==> config.mk <==
export PLATFORM = sky130hd
export DESIGN_NAME = msgout_parser
export DESIGN_NICKNAME = d
export VERILOG_FILES = /design/src/rtl/msgout_parser.sv
export SDC_FILE = /design/constraint.sdc
export NUM_CORES = 1
export LEC_CHECK = 0
export BUFFER_PORTS_ARGS = -buffer_cell sky130_fd_sc_hd__buf_2
export CAP_MARGIN = 5
export CORE_AREA = 2 2 102 104
export DETAILED_ROUTE_END_ITERATION = 12
export DIE_AREA = 0 0 104 106
export SYNTH_ARGS = -nofsm -noshare
export SYNTH_HDL_FRONTEND = slang
export SYNTH_SLANG_ARGS = --single-unit
==> constraint.sdc <==
create_clock -name clk -period 2 [get_ports clk]
set_clock_uncertainty 0.05 [all_clocks]
set_input_delay 0 -clock clk [delete_from_list [all_inputs] [get_ports clk]]
set_output_delay 0 -clock clk [all_outputs]
set_load 0.02 [all_outputs]
==> src/rtl/msgout_parser.sv <==
module msgout_parser #(
  parameter int CNT_W = 8
) (
  input  logic             clk,
  input  logic             rst_n,
  input  logic             start,
  input  logic [CNT_W-1:0] start_count,
  input  logic [15:0]      tag_base,
  input  logic             in_valid,
  input  logic [7:0]       in_byte,
  output logic             in_ready,
  output logic [CNT_W-1:0] remaining,
  output logic [1:0]       phase_req,
  output logic [2:0]       lun,
  output logic [16:0]      tag,
  output logic             reject,
  output logic [7:0]       reply_byte,
  output logic [7:0]       last_byte,
  output logic             qtype_warn,
  output logic             underrun
);
  localparam logic [2:0] S_IDLE = 3'd0, S_OPC = 3'd1, S_XLEN = 3'd2,
                         S_XCODE = 3'd3, S_SKIP = 3'd4, S_TAG = 3'd5;
  localparam logic [1:0] PH_NONE = 2'd0, PH_CMD = 2'd1, PH_MSGIN = 2'd2, PH_DISC = 2'd3;

  logic [2:0] state, nxt;
  logic [1:0] skip, skip_nxt;
  logic       rej_now;
  logic       take;

  assign in_ready = (state != S_IDLE);
  assign take     = in_ready && in_valid;

  always_comb begin
    nxt      = S_OPC;
    rej_now  = 1'b0;
    skip_nxt = skip;
    case (state)
      S_OPC: begin
        if (in_byte == 8'h01) nxt = S_XLEN;
        else if (in_byte == 8'h20 || in_byte == 8'h21 || in_byte == 8'h22) nxt = S_TAG;
        else if (in_byte != 8'h00 && in_byte != 8'h08 && !in_byte[7]) rej_now = 1'b1;
      end
      S_XLEN: nxt = S_XCODE;
      S_XCODE: begin
        if (in_byte == 8'h01)      begin nxt = S_SKIP; skip_nxt = 2'd2; end
        else if (in_byte == 8'h03) begin nxt = S_SKIP; skip_nxt = 2'd1; end
        else rej_now = 1'b1;
      end
      S_SKIP: begin
        skip_nxt = skip - 2'd1;
        nxt = (skip == 2'd1) ? S_OPC : S_SKIP;
      end
      default: nxt = S_OPC;
    endcase
  end

  always_ff @(posedge clk or negedge rst_n) begin
    if (!rst_n) begin
      state <= S_IDLE;  skip <= '0;     remaining <= '0;
      phase_req <= PH_NONE; lun <= '0;  tag <= '0;
      reject <= 1'b0;   reply_byte <= '0; last_byte <= '0;
      qtype_warn <= 1'b0; underrun <= 1'b0;
    end else if (start && state == S_IDLE) begin
      remaining <= start_count;
      phase_req <= PH_NONE;
      tag <= {1'b0, tag_base};
      reject <= 1'b0;  reply_byte <= '0;
      qtype_warn <= 1'b0; underrun <= 1'b0;
      skip <= '0;
      state <= (start_count != '0) ? S_OPC : S_IDLE;
    end else if (take) begin
      remaining <= remaining - 1'b1;
      last_byte <= in_byte;
      skip <= skip_nxt;
      if (state == S_OPC) begin
        case (in_byte)
          8'h00: phase_req <= PH_DISC;
          8'h08: phase_req <= PH_CMD;
          8'h21, 8'h22: qtype_warn <= 1'b1;
          default: if (in_byte[7]) begin
            lun <= in_byte[2:0];
            phase_req <= PH_CMD;
          end
        endcase
      end
      if (state == S_TAG) tag <= {1'b1, tag[15:8], tag[7:0] | in_byte};
      if (rej_now) begin
        reject <= 1'b1;
        reply_byte <= 8'h07;
        phase_req <= PH_MSGIN;
        state <= S_IDLE;
      end else if (remaining == 1) begin
        underrun <= (nxt != S_OPC);
        state <= S_IDLE;
      end else begin
        state <= nxt;
      end
    end
  end
endmodule

==> impl_metrics.env <==
export IMPL_period_needed_ns=1.895
export IMPL_antenna_left=0
export IMPL_antenna_found_initial=0
export IMPL_yosysSeqAreaShare_pct=47.33
export IMPL_fin_area_um2=3447
export IMPL_maxCapViolCount=0
export IMPL_antennaDiodeCount=0
export IMPL_numClockSinks=46
export IMPL_cts_buffers=5
export IMPL_cp_slowest_cell="dlygate4sd3_1"
export IMPL_crit_buf_inv=2
export IMPL_r2r_end="underrun"
export IMPL_async_flop_share_pct=100.0
export IMPL_synthToLayoutAreaGrowth_pct=41.72
export IMPL_synth_edff_count=0
export IMPL_required_ns=2.17
export IMPL_cp_slowest_stage_delay_ns=0.53
export IMPL_rows=37
export IMPL_drc=0
export IMPL_clk_path_buf_depth=2
export IMPL_crit_arrival_ns=2.07
export IMPL_dp_hpwl_um=5111
export IMPL_fp_dieW_um=104
export IMPL_synth_top_cell_by_area="dfrtp_1"
export IMPL_grt_max_degree=47
export IMPL_hold_path_endpoint="last_byte[5]"
export IMPL_slew_violations=0
export IMPL_nets=427
export IMPL_critPathLaunchType="input port"
export IMPL_irDropWorstVdd_mv=0.6311
export IMPL_globalRouteOverflowTotal=0
export IMPL_min_from="in_byte[5]"
export IMPL_cts_root_buffer="clkbuf_8"
export IMPL_r2r_cells=5
export IMPL_total_power_mw=4.542
export IMPL_h_tree_depth=2
export IMPL_synth_seq_cells=46
export IMPL_via_per_inst=4.615
export IMPL_final_common_cell="buf_2"
export IMPL_hold_depth=3
export IMPL_synth_main_ff_cell="dfrtp_1"
export IMPL_final_core_util_pct=34.47
export IMPL_fin_crit_sh_pct=94.73
export IMPL_rsz0062_at_grt="no"
export IMPL_worst_hold_path_type="input port to flip-flop"
export IMPL_wirelength_um=7269
export IMPL_max_slew_margin_pct=59.45
export IMPL_vias=2423
export IMPL_grt_pass1_wl_um=11760
export IMPL_synth_cell_type_count=47
export IMPL_drt_pass1_iterations=4
export IMPL_synth_warnings=0
export IMPL_crit_reg2reg_launch="remaining[2]"
export IMPL_fmax_mhz=527.8
export IMPL_most_common_layout_cells="buf_2 (78), nand2_1 (69), dfrtp_1 (46)"
export IMPL_clk_latency_ns=0.30
export IMPL_tns_ns=0
export IMPL_avgSynthCellArea_um2=8.781
export IMPL_cts_tree="built"
export IMPL_placed_cell_area_um2=2995
export IMPL_powerDensity_nw_per_um2=1318
export IMPL_critPathMaxFanout=10
export IMPL_drt_initial_drc_count=145
export IMPL_grt_usage_pct=13.33
export IMPL_die_h_um=106
export IMPL_synth_area_leaders="dfrtp_1 (47%), nand2_1 (11%), o21ai_0 (4.1%)"
export IMPL_port_buffers=80
export IMPL_wl_per_cell_um=13.85
export IMPL_coreArea_um2=10000
export IMPL_clkSlewWorstSetupHoldPaths_ns=0.09
export IMPL_reg2reg_slack_ns=0.16
export IMPL_synthesis_area_um2=2432
export IMPL_crit_type="input port to flip-flop"
export IMPL_final_layout_size_suffix_gt1_share_pct=29.56
export IMPL_synth_cells=277
export IMPL_start_util_pct=24.32
export IMPL_grt_pass1_vias=2319
export IMPL_tightest_slew_ns=0.6082
export IMPL_outcome="complete, no violations"
export IMPL_hold_violations=0
export IMPL_ios=86
export IMPL_cp_cell_sequence="dlygate4sd3_1 > buf_4 > or4_4 > a211o_1 > a22o_4 > a21oi_2 > mux2i_1"
export IMPL_endpoint_kind="flip-flop"
export IMPL_place_gp_congestion=0.8520
export IMPL_netlist_area_leader_share_pct=47.33
export IMPL_die_area_um2=11020
export IMPL_cp_top_family="buffers and inverters"
export IMPL_setup_viol=0
export IMPL_leakage_nw=1.676
[cell usage after synthesis, types with 2 or more instances]
cell / instances
nand2_1: 69
dfrtp_1: 46
nor2_1: 23
o21ai_0: 20
a21oi_1: 17
inv_1: 11
buf_2: 8
buf_4: 8
nor3_1: 7
clkbuf_1: 6
nor4_1: 6
a211oi_1: 5
mux2i_1: 4
a211o_1: 3
a221o_1: 3
ha_1: 3
mux2_2: 3
a31oi_1: 2
a32oi_1: 2
and3_1: 2
nand3_1: 2
or3_1: 2
[power by group]
| part | internal (mW) | switching, mW | total [mW] |
|---|---|---|---|
| Sequential | 1.32 | 0.288 | 1.61 |
| Clock | 0.373 | 0.325 | 0.698 |
| Combinational | 0.840 | 1.39 | 2.23 |
[flip-flops by register name, summed over array words and instances (netlist names), 2 cells and up]
signal     flops
skip           2
tag           17
lun            3
phase_req      2
last_byte      8
remaining      8
state          3
[how the worst max path moves through the flow]
stage | from | cells past startpoint | end
detailed placement | remaining[2] | 5 | underrun
floorplan | remaining[2] | 6 | underrun
global route | in_byte[7] | 7 | underrun
CTS | in_byte[7] | 7 | underrun
global placement | remaining[2] | 5 | underrun
finish | in_byte[7] | 7 | underrun
[worst reg2reg max path, cell delays in order, from the launching register on]
cell     delay [ns]
dfrtp_1        0.38
or4_4          0.55
nor4b_4        0.35
nand2_1        0.12
a21oi_2        0.13
mux2i_1        0.19
[per-layer routing]
layer	vias to the layer above	part of all wire, %	routed length, um	track usage, %
li1	1170	-	-	-
met1	1157	44	3172	16.53
met2	86	50	3652	23.64
met3	10	4.4	323	2.452
met4	0	1.7	120	3.958
met5	-	0	0	0
[cells by family (layout without fill, tap and decap cells)]
logic type               after synthesis  in the layout  synth area share [%]
buffers and inverters                 34            142                 7.202
adder cells (fa/ha/maj)                3              3                 1.543
flip-flops                            46             46                 47.32
other                                  1              5                0.1542
AND/OR/NAND/NOR                      122            122                 23.56
multiplexers                           7              7                 3.035
AO/OA/AOI/OAI                         64             64                 17.18
[metrics by stage]
step                hold WS [ns]  setup slack (ns)  cells
detailed placement       0.09942            0.1302    486
global placement         0.08334            0.1589    486
global route             0.03208           0.02184    525
floorplan                -0.3456           0.03756    281
finish                   0.02440            0.1054    525
CTS                      0.01416           0.05695    526
[final cells by class]
type | instances | area (um^2)
Clock buffer | 6 | 72.57
Timing Repair Buffer | 123 | 823.3
Sequential cell | 46 | 1151
Multi-Input combinational cell | 201 | 1151
Fill cell | 1062 | 6553
Tap cell | 136 | 170.2
Inverter | 11 | 41.29
Clock inverter | 2 | 37.54
[what timing repair did]
item,CTS,global route
hold buffers,32,0
setup endpoints to repair,0,1
gates resized for setup,0,8
buffers inserted,0,0
hold endpoints to repair,77,0
(Power assumes the default switching activity.)
